===== src/rtl/pause_pkg.sv =====
package pause_pkg;
    // Number of low bits folded into one counter step (granule = 2**GRAN_BITS cycles)
    localparam int GRAN_BITS = 3;
    localparam int GRAN_CYCLES = 1 << GRAN_BITS;
endpackage


===== src/rtl/pause_trap_sync.sv =====
module pause_trap_sync #(
    parameter int STAGES = 2
) (
    input  logic clk,
    input  logic rst_n,
    input  logic async_in,
    output logic sync_out
);
    generate
        if (STAGES == 0) begin : g_bypass
            assign sync_out = async_in;
        end else begin : g_chain
            logic [STAGES-1:0] chain_d, chain_q;

            always_comb begin
                chain_d = {chain_q[STAGES-1:0], async_in} >> 0;
                if (STAGES > 1) begin
                    chain_d = {chain_q, async_in} >> 0;
                end
            end

            always_ff @(posedge clk or negedge rst_n) begin
                if (!rst_n) chain_q <= '0;
                else        chain_q <= chain_d;
            end

            assign sync_out = chain_q[STAGES-1];
        end
    endgenerate
endmodule


===== src/rtl/pause_granule.sv =====
module pause_granule
    import pause_pkg::*;
(
    input  logic                 clk,
    input  logic                 rst_n,
    input  logic                 restart,
    input  logic [GRAN_BITS-1:0] restart_val,
    input  logic                 run,
    output logic                 tick
);
    typedef struct packed {
        logic [GRAN_BITS-1:0] phase;
    } gran_state_t;

    gran_state_t st_d, st_q;

    assign tick = run && (st_q.phase == {GRAN_BITS{1'b1}});

    always_comb begin
        st_d = st_q;
        if (restart) begin
            st_d.phase = restart_val;
        end else if (run) begin
            st_d.phase = st_q.phase + 1'b1;
        end
    end

    always_ff @(posedge clk or negedge rst_n) begin
        if (!rst_n) st_q <= '0;
        else        st_q <= st_d;
    end

    // after the last phase of a granule the next granule starts at phase zero
    p_granule_wrap_r2: assert property (@(posedge clk) disable iff (!rst_n)
        (tick && !restart) |=> (st_q.phase == '0));

    // a restart lands on the requested phase
    p_granule_restart_r5: assert property (@(posedge clk) disable iff (!rst_n)
        restart |=> (st_q.phase == $past(restart_val)));
endmodule


===== src/rtl/pause_counter.sv =====
module pause_counter #(
    parameter int CNT_W = 61
) (
    input  logic             clk,
    input  logic             rst_n,
    input  logic             load,
    input  logic [CNT_W-1:0] load_val,
    input  logic             tick,
    input  logic             abort,
    output logic             active,
    output logic             done
);
    typedef struct packed {
        logic [CNT_W-1:0] cnt;
        logic             active;
        logic             done;
    } cnt_state_t;

    cnt_state_t st_d, st_q;

    always_comb begin
        st_d      = st_q;
        st_d.done = 1'b0;
        if (load) begin
            st_d.cnt    = load_val;
            st_d.active = (load_val != '0);
        end else if (st_q.active && abort) begin
            st_d.cnt    = '0;
            st_d.active = 1'b0;
            st_d.done   = 1'b1;
        end else if (st_q.active && tick) begin
            st_d.cnt = st_q.cnt - 1'b1;
            if (st_q.cnt == CNT_W'(1)) begin
                st_d.active = 1'b0;
                st_d.done   = 1'b1;
            end
        end
    end

    always_ff @(posedge clk or negedge rst_n) begin
        if (!rst_n) st_q <= '0;
        else        st_q <= st_d;
    end

    assign active = st_q.active;
    assign done   = st_q.done;

    // the done pulse lasts one cycle
    p_done_single_r4: assert property (@(posedge clk) disable iff (!rst_n)
        st_q.done |=> !st_q.done);

    // done only follows a cycle that was stalled
    p_done_after_stall_r4: assert property (@(posedge clk) disable iff (!rst_n)
        st_q.done |-> (!st_q.active && $past(st_q.active)));

    // a reload never produces a done pulse
    p_reload_no_done_r5: assert property (@(posedge clk) disable iff (!rst_n)
        load |=> !st_q.done);

    // an abort of a running pause clears it in one edge
    p_abort_clears_r6: assert property (@(posedge clk) disable iff (!rst_n)
        (abort && st_q.active && !load) |=> (!st_q.active && st_q.done));
endmodule


===== src/rtl/strand_pause_timer.sv =====
module strand_pause_timer
    import pause_pkg::*;
#(
    parameter int DATA_W      = 64,
    parameter int SYNC_STAGES = 2
) (
    input  logic              clk,
    input  logic              rst_n,
    input  logic              wr_valid,
    input  logic [DATA_W-1:0] wr_data,
    input  logic              trap_async,
    output logic              stall,
    output logic              done
);
    localparam int CNT_W = DATA_W - GRAN_BITS;

    logic                 trap_s;
    logic                 tick;
    logic                 is_short;
    logic [CNT_W-1:0]     load_cnt;
    logic [GRAN_BITS-1:0] load_phase;

    // Values below one granule: one count, started on the last phase -> one cycle
    always_comb begin
        is_short   = (wr_data < DATA_W'(GRAN_CYCLES));
        load_cnt   = is_short ? CNT_W'(1) : wr_data[DATA_W-1:GRAN_BITS];
        load_phase = is_short ? {GRAN_BITS{1'b1}} : '0;
    end

    pause_trap_sync #(.STAGES(SYNC_STAGES)) u_sync (
        .clk      (clk),
        .rst_n    (rst_n),
        .async_in (trap_async),
        .sync_out (trap_s)
    );

    pause_granule u_gran (
        .clk         (clk),
        .rst_n       (rst_n),
        .restart     (wr_valid),
        .restart_val (load_phase),
        .run         (stall),
        .tick        (tick)
    );

    pause_counter #(.CNT_W(CNT_W)) u_cnt (
        .clk      (clk),
        .rst_n    (rst_n),
        .load     (wr_valid),
        .load_val (load_cnt),
        .tick     (tick),
        .abort    (trap_s),
        .active   (stall),
        .done     (done)
    );

    // a write stalls the thread from the next cycle
    p_write_stalls_r1: assert property (@(posedge clk) disable iff (!rst_n)
        wr_valid |=> stall);

    // a short write releases after one stalled cycle
    p_short_one_cycle_r3: assert property (@(posedge clk) disable iff (!rst_n)
        (wr_valid && is_short) ##1 !wr_valid |=> !stall);

    // a synchronized trap ends a running pause
    p_trap_ends_r6: assert property (@(posedge clk) disable iff (!rst_n)
        (trap_s && stall && !wr_valid) |=> (!stall && done));

    // with no pause and no write, no done can follow
    p_idle_quiet_r7: assert property (@(posedge clk) disable iff (!rst_n)
        (!stall && !wr_valid) |=> (!done && !stall));
endmodule


===== config.mk =====
export PLATFORM = sky130hd
export DESIGN_NAME = strand_pause_timer
export DESIGN_NICKNAME = d
export VERILOG_FILES = /design/src/rtl/pause_pkg.sv /design/src/rtl/pause_trap_sync.sv /design/src/rtl/pause_granule.sv /design/src/rtl/pause_counter.sv /design/src/rtl/strand_pause_timer.sv
export SDC_FILE = /design/constraint.sdc
export NUM_CORES = 1
export LEC_CHECK = 0
export BUFFER_PORTS_ARGS = -buffer_cell sky130_fd_sc_hd__buf_4
export CAP_MARGIN = 20
export CORE_AREA = 2 2 107 109
export CTS_BUF_LIST = sky130_fd_sc_hd__clkbuf_16
export DETAILED_ROUTE_END_ITERATION = 10
export DIE_AREA = 0 0 109 111
export GPL_TIMING_DRIVEN = 0
export HOLD_SLACK_MARGIN = 0.08
export PLACE_DENSITY = 0.69
export SETUP_SLACK_MARGIN = 0.5
export SYNTH_ARGS = -nofsm -noshare
export SYNTH_HDL_FRONTEND = slang
export SYNTH_SLANG_ARGS = --single-unit

===== constraint.sdc =====
create_clock -name clk -period 5.9 [get_ports clk]
set_input_delay 0 -clock clk [delete_from_list [all_inputs] [get_ports clk]]
set_output_delay 0 -clock clk [all_outputs]
set_load 0.005 [all_outputs]

==> flow_metrics.py, run 1 <==
metrics = {
    "placement": {
        "portBuffers": 66,
        "placed_area_um2": 4990,
        "finalWeightedCongestion": 0.947,
        "pre_cts_slack_ns": 2.88,
        "hpwlAfterDp_um": 11200,
    },
    "synth": {
        "synth_nets": 587,
        "yosysMostFrequentCell": "dfrtp_1",
        "synthArstFlopShare": 1.00,
        "synth_top_area_share": 0.395,
        "seq_area_frac_synth": 0.395,
        "yosysTopAreaCell": "dfrtp_1",
        "ys.warnings.count": 0,
        "synth-seq-cells": 68,
        "synth.distinct_cells": 58,
        "synth_area_um2": 4310,
        "syn_avg_cell_area_um2": 8.36,
        "synthTopCellsByArea": "dfrtp_1 (40%), nand2_1 (5.4%), nor2_1 (5.0%)",
        "synth_edf_count": 0,
        "ys.flop_type": "dfrtp_1",
        "syn-instance-count": 515,
        "synthTopCellsByCount": "dfrtp_1 (68), nand2_1 (62), nor2_1 (57), o21ai_0 (30), nor3_1 (29)",
    },
    "detailed_routing": {
        "vias_per_cell": 6.20,
        "firstDrtPassIters": 5,
        "route.vias.total": 4976,
        "remaining_drc_errors": 0,
        "ant_nets": 0,
        "drt-initial-drc-count": 453,
        "routed_wl_um": 16200,
        "wl_per_cell_um": 20.2,
    },
    "critical_path": {
        "cp.buffers_inverters": 2,
        "path_max_fanout": 10,
        "slowest_stage": "clkbuf_1",
        "critical_path_class": "reg2reg",
        "required_ns": 6.08,
        "crit_arrival_ns": 3.30,
        "path_cells": "ha_1, ha_1, nand2_1, or3_1, clkbuf_1, clkbuf_1, o21ai_0, a22oi_1, o21ai_0",
        "end_kind": "register",
        "slowest_delay_ns": 0.58,
        "startpoint_type": "register",
        "crit_family": "buffers and inverters",
    },
    "global_routing": {
        "antenna_found_initial": 0,
        "grt_use_met3": 0.0570,
        "grt_pass1_wl_um": 25600,
        "grt_pass1_vias": 4835,
        "grt_max_degree": 69,
        "grt_use_total": 0.274,
        "grt_overflow": 0,
        "top_usage_layer": "met2",
        "met2_usage": 0.428,
        "met1_usage": 0.372,
    },
    "sta": {
        "rsz0062_at_grt": "no",
        "final.setup.tns_ns": 0,
        "drv_slew": 0,
        "maxSlewHeadroom": 0.379,
        "period_share": 0.529,
        "fmax_mhz": 320,
        "final_hold_viol_count": 0,
        "worst_pin_slew_ns": 0.931,
        "period_minus_slack_ns": 3.12,
        "fin_worst_skew_ns": 0.00732,
        "finalSetupViolCount": 0,
        "timing.final.ws_setup_ns": 2.78,
    },
    "floorplan": {
        "core_area_um2": 11100,
        "fp.dieW_um": 109,
        "ioPinCount": 70,
        "initial_core_util": 0.389,
        "die_h_um": 111,
        "rows": 39,
        "die-area_um2": 12100,
    },
    "flow_run": {
        "drv_cap": 0,
    },
    "clocking": {
        "cts_root_buffer": "clkbuf_16",
        "path_clk_slew_ns": 0.06,
        "insertion_delay_ns": 0.34,
        "post_cts_buffers": 0,
        "cts_buffer_depth": 2,
        "cts_tree": "yes",
        "ctsResizeCount": 0,
        "cts_max_level": 3,
        "numCtsBuffers": 9,
        "clock_sinks": 68,
        "ctsHoldBuffers": 63,
    },
    "hold_path": {
        "hp-class": "in2reg",
    },
    "status": {
        "status": "finished, final reports clean",
    },
    "finish": {
        "n_antenna_cell": 0,
        "drive_above_1_share": 0.144,
        "num-nets-final": 728,
        "design_area_um2": 5870,
        "area_growth_pct": 36.2,
        "fillers": 1062,
    },
    "power_and_ir_drop": {
        "cellLeakagePower_nw": 2.33,
        "power_density_nw_per_um2": 225,
        "ir_drop_mv": 0.156,
    },
}
==> path summary, 6_finish.rpt <==
kind / start / end / slack, ns / cells after the start
worst max-delay path: u_gran.st_q[0] / u_cnt.st_q[22] / 2.78 / 9
worst min-delay path: wr_valid / u_cnt.st_q[14] / 0.25 / 5
worst max register to register: u_gran.st_q[0] / u_cnt.st_q[22] / 2.78 / 9
worst min register to register: u_sync.g_chain.chain_q[0] / u_sync.g_chain.chain_q[1] / 0.35 / 0
max in group asynchronous: rst_n / u_cnt.st_q[13] / 4.95 / 2
min in group asynchronous: rst_n / u_gran.st_q[1] / 0.33 / 2
==> metrics by stage <==
stage                     std cells  total power [W]   util  hold WS, ns
after floorplan                 515         0.000692      -       -0.296
after global placement          724         0.000797  0.450        0.111
after detailed placement        725         0.000805  0.450        0.111
after CTS                       803          0.00131  0.530        0.230
after global routing            803          0.00137  0.530        0.274
final                           803          0.00132  0.530        0.247
==> final cells by class <==
cell class / count / area [um2] / area share
Tap cell: 143 / 179 / 0.0305
Clock buffer: 9 / 225 / 0.0384
Timing Repair Buffer: 130 / 1130 / 0.193
Clock inverter: 6 / 23.8 / 0.00405
Inverter: 4 / 15.0 / 0.00256
Multi-Input combinational cell: 416 / 2480 / 0.422
Sequential cell: 68 / 1700 / 0.290
Buffer: 27 / 113 / 0.0192
==> per-layer routing <==
| layer | part of all wire | vias to the layer above |
|---|---|---|
| li1 | - | 2260 |
| met1 | 0.41 | 2410 |
| met2 | 0.47 | 273 |
| met3 | 0.089 | 33 |
| met4 | 0.029 | 0 |
| met5 | 0 | - |
==> state kept, by name (all words and copies together) (netlist names) <==
register                flops
u_sync.g_chain.chain_q      2
u_gran.st_q                 3
u_cnt.active                1
u_cnt.done                  1
u_cnt.st_q                 61
==> cell families after synthesis <==
logic type,share of synthesized area
AOI/OAI and AO/OA,0.211
muxes,0.00465
xor gates and xnor gates,0.0244
adders and majority gates,0.0116
and+or+nand+nor,0.323
buffers and inverters,0.0296
DFF,0.395
==> where the power goes <==
group          switching, W  leakage, nW  internal (W)
Combinational      0.000149         1.35      0.000127
Sequential        0.0000542        0.854      0.000508
Clock              0.000206        0.126      0.000274
==> worst reg2reg max path, cell delays in order, from the launching register on <==
cell	delay (ns)
dfrtp_1	0.39
ha_1	0.21
ha_1	0.20
nand2_1	0.37
or3_1	0.27
clkbuf_1	0.43
clkbuf_1	0.58
o21ai_0	0.23
a22oi_1	0.18
o21ai_0	0.12
==> placed cells by master, fill, tap and decap left out, drive strengths merged, types with 5 or more instances in the layout <==
| cell type | instances |
|---|---|
| or4 | 13 |
| nor3 | 30 |
| or3 | 15 |
| nand2 | 62 |
| a21oi | 25 |
| o311ai | 12 |
| dlygate4sd3 | 63 |
| clkinv | 5 |
| dfrtp | 68 |
| buf | 72 |
| a221o | 14 |
| inv | 5 |
| nand4 | 14 |
| nor2 | 57 |
| o211ai | 8 |
| a22oi | 9 |
| a31oi | 9 |
| xor2 | 5 |
| xnor2 | 7 |
| nor4 | 29 |
| nand3 | 24 |
| clkbuf | 31 |
| o21ai | 31 |
No activity file was read; power rests on OpenSTA's default activity.
==> run 2: changes to the inputs <==
--- a/config.mk
+++ b/config.mk
@@ -5,15 +5,16 @@
 export SDC_FILE = /design/constraint.sdc
 export NUM_CORES = 1
 export LEC_CHECK = 0
+export ABC_AREA = 1
 export BUFFER_PORTS_ARGS = -buffer_cell sky130_fd_sc_hd__buf_4
 export CAP_MARGIN = 20
-export CORE_AREA = 2 2 107 109
+export CORE_AREA = 2 2 118 120
 export CTS_BUF_LIST = sky130_fd_sc_hd__clkbuf_16
 export DETAILED_ROUTE_END_ITERATION = 10
-export DIE_AREA = 0 0 109 111
+export DIE_AREA = 0 0 120 122
 export GPL_TIMING_DRIVEN = 0
 export HOLD_SLACK_MARGIN = 0.08
-export PLACE_DENSITY = 0.69
+export PLACE_DENSITY = 0.7
 export SETUP_SLACK_MARGIN = 0.5
 export SYNTH_ARGS = -nofsm -noshare
 export SYNTH_HDL_FRONTEND = slang
==> constraint.sdc (replaced) <==
create_clock -name clk -period 2.8 [get_ports clk]
set_input_delay 0 -clock clk [delete_from_list [all_inputs] [get_ports clk]]
set_output_delay 0 -clock clk [all_outputs]
set_load 0.005 [all_outputs]
==> run 2 against run 1 <==
Final area up 17%. Critical path depth up 2. Flip-flop and latch count unchanged. Maximum frequency up 49%. Hold slack worse by 0.13 ns. Highest routed layer unchanged. Synthesized cell count up 62%. First-iteration DRC count up 4.2%. Routed wire length up 13%.
==> flow_metrics.py, run 2 <==
metrics = {
    "clocking": {
        "cts_max_level": 3,
        "cts_buffer_depth": 2,
        "insertion_delay_ns": 0.35,
        "numCtsBuffers": 9,
        "clock_sinks": 68,
        "cts_root_buffer": "clkbuf_16",
        "post_cts_buffers": 0,
        "path_clk_slew_ns": 0.06,
        "cts_tree": "yes",
    },
    "placement": {
        "placed_area_um2": 5980,
        "finalWeightedCongestion": 0.984,
        "hpwlAfterDp_um": 13700,
        "placedCellCount": 1078,
        "portBuffers": 65,
    },
    "finish": {
        "mostFrequentLayoutCells": "nand2_1 (267), nor2_1 (152), nand3_1 (120), dfrtp_1 (68), buf_4 (66)",
        "drive_above_1_share": 0.152,
        "final_common_cell": "nand2_1",
        "top_regs": "u_cnt.st_q (61), u_gran.st_q (3), u_sync.g_chain.chain_q (2)",
        "largest_register": "u_cnt.st_q",
        "num-nets-final": 1044,
        "area_growth_pct": 30.9,
        "largest_reg_flops": 61,
        "n_antenna_cell": 0,
        "final_cells": 1156,
        "design_area_um2": 6890,
    },
    "critical_path": {
        "startpoint_type": "register",
        "rr_endpoint": "u_cnt.st_q[58]",
        "path_cells": "inv_1, ha_1, clkbuf_2, nand2_2, nor2_4, inv_2, nor2_1, nand2_1, a21oi_1, nand2_1, nand3_1",
        "reg2reg_slack_ns": 0.71,
        "reg2regPathDepth": 11,
        "crit_family": "simple AND/OR/NAND/NOR gates",
        "crit_arrival_ns": 2.37,
        "slowest_delay_ns": 0.41,
        "required_ns": 3.08,
        "r2r_start": "u_cnt.st_q[2]",
        "critical_path_class": "reg2reg",
        "end_kind": "register",
        "cp.buffers_inverters": 3,
        "slowest_stage": "dfrtp_1",
        "worst_path_most_repeated_cell": "nand2_1",
        "path_max_fanout": 8,
    },
    "detailed_routing": {
        "routed.top_layer": "met4",
        "vias_per_cell": 5.14,
        "dr_wl_met2_um": 8430,
        "ant_nets": 0,
        "wl_met1_um": 8260,
        "remaining_drc_errors": 0,
        "route.vias.total": 5947,
        "met3WireLength_um": 1180,
        "firstDrtPassIters": 7,
        "drt-initial-drc-count": 472,
        "wl_per_cell_um": 15.8,
        "routed_wl_um": 18300,
    },
    "floorplan": {
        "core_area_um2": 13500,
        "die-area_um2": 14600,
        "fp.dieW_um": 120,
        "die_h_um": 122,
        "rows": 43,
        "ioPinCount": 70,
        "initial_core_util": 0.390,
    },
    "synth": {
        "synth-compound-area-share": 0.0722,
        "ys.warnings.count": 0,
        "synth_nets": 905,
        "synth_area_um2": 5270,
        "yosysMostFrequentCell": "nand2_1",
        "synth-seq-cells": 68,
        "yosysTopAreaCell": "dfrtp_1",
        "syn_avg_cell_area_um2": 6.32,
        "synthArstFlopShare": 1.00,
        "ys.flop_type": "dfrtp_1",
        "synth_top_family_by_area": "simple AND/OR/NAND/NOR gates",
        "synthTopCellsByArea": "dfrtp_1 (32%), nand2_1 (19%), nand3_1 (11%)",
        "synth_edf_count": 0,
        "yosys.area_share.adder": 0.00950,
        "synth.distinct_cells": 36,
        "synthMuxAreaShare": 0,
        "seq_area_frac_synth": 0.323,
        "synthTopCellsByCount": "nand2_1 (267), nor2_1 (152), nand3_1 (120), dfrtp_1 (68), inv_1 (60)",
        "synth_xor_area_frac": 0.00333,
        "synth_top_area_share": 0.323,
        "syn-instance-count": 833,
        "synthSimpleGateAreaFrac": 0.531,
    },
    "sta": {
        "final.setup.tns_ns": 0,
        "worst_pin_slew_ns": 0.905,
        "period_share": 0.746,
        "fmax_mhz": 479,
        "period_minus_slack_ns": 2.09,
        "fin_worst_skew_ns": 0.00879,
        "drv_slew": 0,
        "rsz0062_at_grt": "no",
        "finalSetupViolCount": 0,
        "final_hold_viol_count": 0,
        "maxSlewHeadroom": 0.397,
    },
    "global_routing": {
        "grt_max_degree": 69,
        "grt_use_total": 0.260,
        "antenna_found_initial": 0,
        "grt_pass1_wl_um": 29200,
        "grt_pass1_vias": 5616,
        "grt_overflow": 0,
    },
    "hold_path": {
        "hold_depth": 3,
        "hp-class": "in2reg",
        "hp-start": "wr_valid",
        "min_to": "u_cnt.active",
    },
    "flow_run": {
        "drv_cap": 0,
    },
    "power_and_ir_drop": {
        "power_density_nw_per_um2": 426,
        "ir_drop_mv": 0.331,
        "cellLeakagePower_nw": 3.23,
    },
    "status": {
        "status": "finished, final reports clean",
    },
}
## run 2: cell types whose count changed after synthesis, moves of 13 or more
| cell | change |
|---|---|
| nor2_4 | +13 |
| nand3_1 | +97 |
| clkbuf_1 | -16 |
| nor4_1 | -27 |
| or3_1 | -14 |
| nand2_1 | +205 |
| nor3_1 | -24 |
| nor2_2 | +16 |
| inv_1 | +56 |
| nor2_1 | +95 |
| a221o_1 | -14 |
| o21ai_0 | -16 |
## run 2: repair_timing
item                                    CTS  global route
gates resized for setup                   0             2
endpoints found under the setup margin    0             1
hold buffers                             63             0
endpoints found under the hold margin   130             0
## run 2: layer usage
layer / vias up / track usage
li1: 2973 / -
met1: 2737 / 0.349
met2: 209 / 0.423
met3: 28 / 0.0440
met4: 0 / 0.0926
met5: - / 0
## run 2: logic make-up (layout without fill, tap and decap cells)
kind of cell	count (synthesis)	after routing
AOI/OAI and AO/OA	63	63
and+or+nand+nor	615	615
buffers and inverters	81	224
DFF	68	68
xor gates and xnor gates	2	2
adders and majority gates	4	4
## run 2: how the worst max path moves through the flow
stage | from | to | slack (ns) | cells past startpoint
after floorplan | u_gran.st_q[0] | u_cnt.st_q[41] | 1.11 | 8
after global placement | u_gran.st_q[0] | u_cnt.st_q[46] | 0.68 | 8
after detailed placement | u_gran.st_q[0] | u_cnt.st_q[48] | 0.65 | 8
after CTS | u_gran.st_q[0] | u_cnt.st_q[46] | 0.63 | 8
after global routing | u_cnt.st_q[2] | u_cnt.st_q[52] | 0.56 | 10
final | u_cnt.st_q[2] | u_cnt.st_q[58] | 0.71 | 11
## run 2: power by group
| part | switching (W) | internal, W | total [W] |
|---|---|---|---|
| logic | 0.000369 | 0.000261 | 0.000630 |
| registers | 0.000113 | 0.00106 | 0.00118 |
| clock network | 0.000451 | 0.000676 | 0.00113 |
## run 2: area by class of cell
cell class              count  area [um2]
multi-input cells         684        3240
well taps                 180         225
fillers                  1366        6610
plain buffers              18        85.1
inverters                  63         236
flip-flops and latches     68        1700
repair buffers            128        1120
clock buffers               9         225
clock inverters             6        56.3
## run 2: tightest hold or removal path, delay by kind of cell
kind / cells / cell delay, ns
and+or+nand+nor: 1 / 0.07
buffers and inverters: 2 / 0.35
## run 2: metrics by stage
stage / utilization / total power, W / hold WS [ns] / setup WS, ns
after floorplan: - / 0.00152 / -0.296 / 1.11
after global placement: 0.443 / 0.00173 / 0.109 / 0.677
after detailed placement: 0.443 / 0.00174 / 0.111 / 0.647
after CTS: 0.510 / 0.00294 / 0.112 / 0.625
after global routing: 0.510 / 0.00307 / 0.143 / 0.558
final: 0.510 / 0.00293 / 0.112 / 0.711
==> run 3: changes to the inputs <==
--- a/config.mk
+++ b/config.mk
@@ -5,16 +5,16 @@
 export SDC_FILE = /design/constraint.sdc
 export NUM_CORES = 1
 export LEC_CHECK = 0
-export ABC_AREA = 1
+export ABC_AREA = 0
 export BUFFER_PORTS_ARGS = -buffer_cell sky130_fd_sc_hd__buf_4
 export CAP_MARGIN = 20
-export CORE_AREA = 2 2 118 120
+export CORE_AREA = 2 2 107 109
 export CTS_BUF_LIST = sky130_fd_sc_hd__clkbuf_16
 export DETAILED_ROUTE_END_ITERATION = 10
-export DIE_AREA = 0 0 120 122
+export DIE_AREA = 0 0 109 111
 export GPL_TIMING_DRIVEN = 0
 export HOLD_SLACK_MARGIN = 0.08
-export PLACE_DENSITY = 0.7
+export PLACE_DENSITY = 0.71
 export SETUP_SLACK_MARGIN = 0.5
 export SYNTH_ARGS = -nofsm -noshare
 export SYNTH_HDL_FRONTEND = slang
==> constraint.sdc (replaced) <==
create_clock -name clk -period 1.85 [get_ports clk]
set_input_delay 0 -clock clk [delete_from_list [all_inputs] [get_ports clk]]
set_output_delay 0 -clock clk [all_outputs]
set_load 0.005 [all_outputs]
==> run 3 against run 2 <==
The run now ends with negative setup slack left. Routed wire length is 15% higher. Die area is 17% lower. Global-route usage increased by 5.1 points. Clock power grew 80%. Clock skew is 0.00068 ns higher. Sequential power grew 57%. Sequential share of layout area is 2.4 points lower. Cell count shrank 24%. Highest routed layer unchanged.
==> flow_metrics.py, run 3 (synthesized netlist as in run 1, its figures left out) <==
metrics = {
    "status": {
        "status": "finished with violations",
        "violations": "negative setup slack",
    },
    "clocking": {
        "clock_sinks": 68,
        "path_clk_slew_ns": 0.06,
        "insertion_delay_ns": 0.35,
        "cts_root_buffer": "clkbuf_16",
        "cts_max_level": 3,
        "cts_tree": "yes",
        "cts_buffer_depth": 2,
        "numCtsBuffers": 9,
    },
    "placement": {
        "pre_cts_slack_ns": -0.902,
        "hpwlAfterDp_um": 11300,
        "portBuffers": 66,
        "finalWeightedCongestion": 0.937,
        "placedCellCount": 724,
        "placed_area_um2": 5360,
    },
    "sta": {
        "fin_worst_skew_ns": 0.00947,
        "final_hold_viol_count": 0,
        "period_minus_slack_ns": 2.61,
        "maxSlewHeadroom": 0.383,
        "final.setup.tns_ns": -25.96,
        "rsz0062_at_grt": "yes",
        "timing.final.ws_setup_ns": -0.761,
        "worst_pin_slew_ns": 0.926,
        "drv_slew": 0,
        "finalSetupViolCount": 60,
        "period_share": 1.41,
        "fmax_mhz": 383,
    },
    "critical_path": {
        "crit_arrival_ns": 2.82,
        "r2r_start": "u_cnt.st_q[22]",
        "end_kind": "register",
        "startpoint_type": "register",
        "reg2regPathDepth": 7,
        "reg2reg_slack_ns": -0.76,
        "path_max_fanout": 8,
        "required_ns": 2.06,
        "critical_path_class": "reg2reg",
        "rr_endpoint": "u_cnt.st_q[50]",
    },
    "detailed_routing": {
        "drt-initial-drc-count": 709,
        "wl_per_cell_um": 24.1,
        "remaining_drc_errors": 0,
        "firstDrtPassIters": 8,
        "ant_nets": 0,
        "routed_wl_um": 21100,
        "route.vias.total": 5891,
        "vias_per_cell": 6.72,
    },
    "global_routing": {
        "antenna_found_initial": 0,
        "grt_max_degree": 69,
        "grt_pass1_vias": 5450,
        "grt_overflow": 0,
        "grt_use_total": 0.311,
        "grt_pass1_wl_um": 28900,
    },
    "power_and_ir_drop": {
        "power_density_nw_per_um2": 685,
        "cellLeakagePower_nw": 3.11,
        "ir_drop_mv": 0.505,
    },
    "hold_path": {
        "min_to": "u_cnt.st_q[7]",
        "hp-class": "in2reg",
        "hp-start": "wr_data[8]",
        "hold_depth": 5,
    },
    "finish": {
        "final_util": 0.693,
        "n_antenna_cell": 0,
        "final_cells": 877,
        "seqCellArea_um2": 1710,
        "mostFrequentLayoutCells": "buf_4 (120), dfrtp_1 (63), dlygate4sd3_1 (62), nand2_1 (55), nor2_1 (42)",
        "top_regs": "u_cnt.st_q (61), u_gran.st_q (3), u_sync.g_chain.chain_q (2)",
        "multi_input_area_um2": 3290,
        "design_area_um2": 7680,
        "area_growth_pct": 78.2,
        "drive_above_1_share": 0.417,
        "largest_reg_flops": 61,
        "largest_register": "u_cnt.st_q",
        "fillers": 761,
        "num-nets-final": 801,
        "final_common_cell": "buf_4",
    },
    "floorplan": {
        "initial_core_util": 0.389,
        "core_area_um2": 11100,
        "fp.dieW_um": 109,
        "ioPinCount": 70,
        "rows": 39,
        "die_h_um": 111,
        "die-area_um2": 12100,
    },
    "flow_run": {
        "drv_cap": 0,
    },
}
==> run 3: worst max-delay path, stage by stage, from the launching register on <==
cell and delay [ns]:
dfrtp_1 0.41, or4_4 0.58, or2_4 0.27, or3_4 0.33, buf_6 0.15, or3_4 0.38, o311ai_2 0.23, nand3_1 0.13
==> run 3: what timing repair did <==
item,4_1_cts,5_1_grt
pin swaps,35,50
gates cloned,4,1
hold endpoints to repair,129,0
resized for setup,98,73
hold buffers,62,0
buffers inserted,38,32
endpoints found under the setup margin,66,66
==> run 3: final cells by class <==
cell class                 instances  share of cell area
buffer                            27              0.0453
multi-input combinational        416               0.428
clock inverter                     7              0.0150
sequential                        68               0.222
inverter                           4             0.00196
timing repair buffer             203               0.235
tap                              143              0.0233
clock buffer                       9              0.0293
==> run 3: how the worst max path moves through the flow <==
stage	endpoint	slack [ns]	from	cells after the start
after global routing	u_cnt.st_q[50]	-0.77	u_cnt.st_q[3]	9
final	u_cnt.st_q[50]	-0.76	u_cnt.st_q[22]	7
after global placement	u_cnt.active	-0.95	u_cnt.st_q[27]	6
after CTS	u_cnt.st_q[50]	-0.68	u_cnt.st_q[21]	7
after floorplan	u_cnt.st_q[50]	-0.53	u_cnt.st_q[21]	7
after detailed placement	u_cnt.active	-0.90	u_cnt.st_q[27]	6
==> run 3: routing by layer <==
| metal | part of all wire | global-route usage | up-vias | wire (um) |
|---|---|---|---|---|
| met5 | 0 | 0 | - | 0 |
| li1 | - | - | 2427 | - |
| met2 | 0.48 | 0.490 | 471 | 10100 |
| met1 | 0.34 | 0.397 | 2843 | 7250 |
| met4 | 0.066 | 0.177 | 0 | 1400 |
| met3 | 0.11 | 0.0541 | 150 | 2390 |
==> run 3: where the power goes <==
| part | internal (W) | switching, W | leakage (nW) |
|---|---|---|---|
| Sequential | 0.00162 | 0.000232 | 0.848 |
| Clock | 0.00131 | 0.000721 | 0.161 |
| Combinational | 0.000670 | 0.000706 | 2.10 |
==> run 3: metrics by stage <==
stage | hold slack, ns | power, W
floorplan | -0.296 | 0.00232
global placement | 0.111 | 0.00265
detailed placement | 0.112 | 0.00268
CTS | 0.0861 | 0.00496
global route | 0.122 | 0.00541
finish | 0.0796 | 0.00526
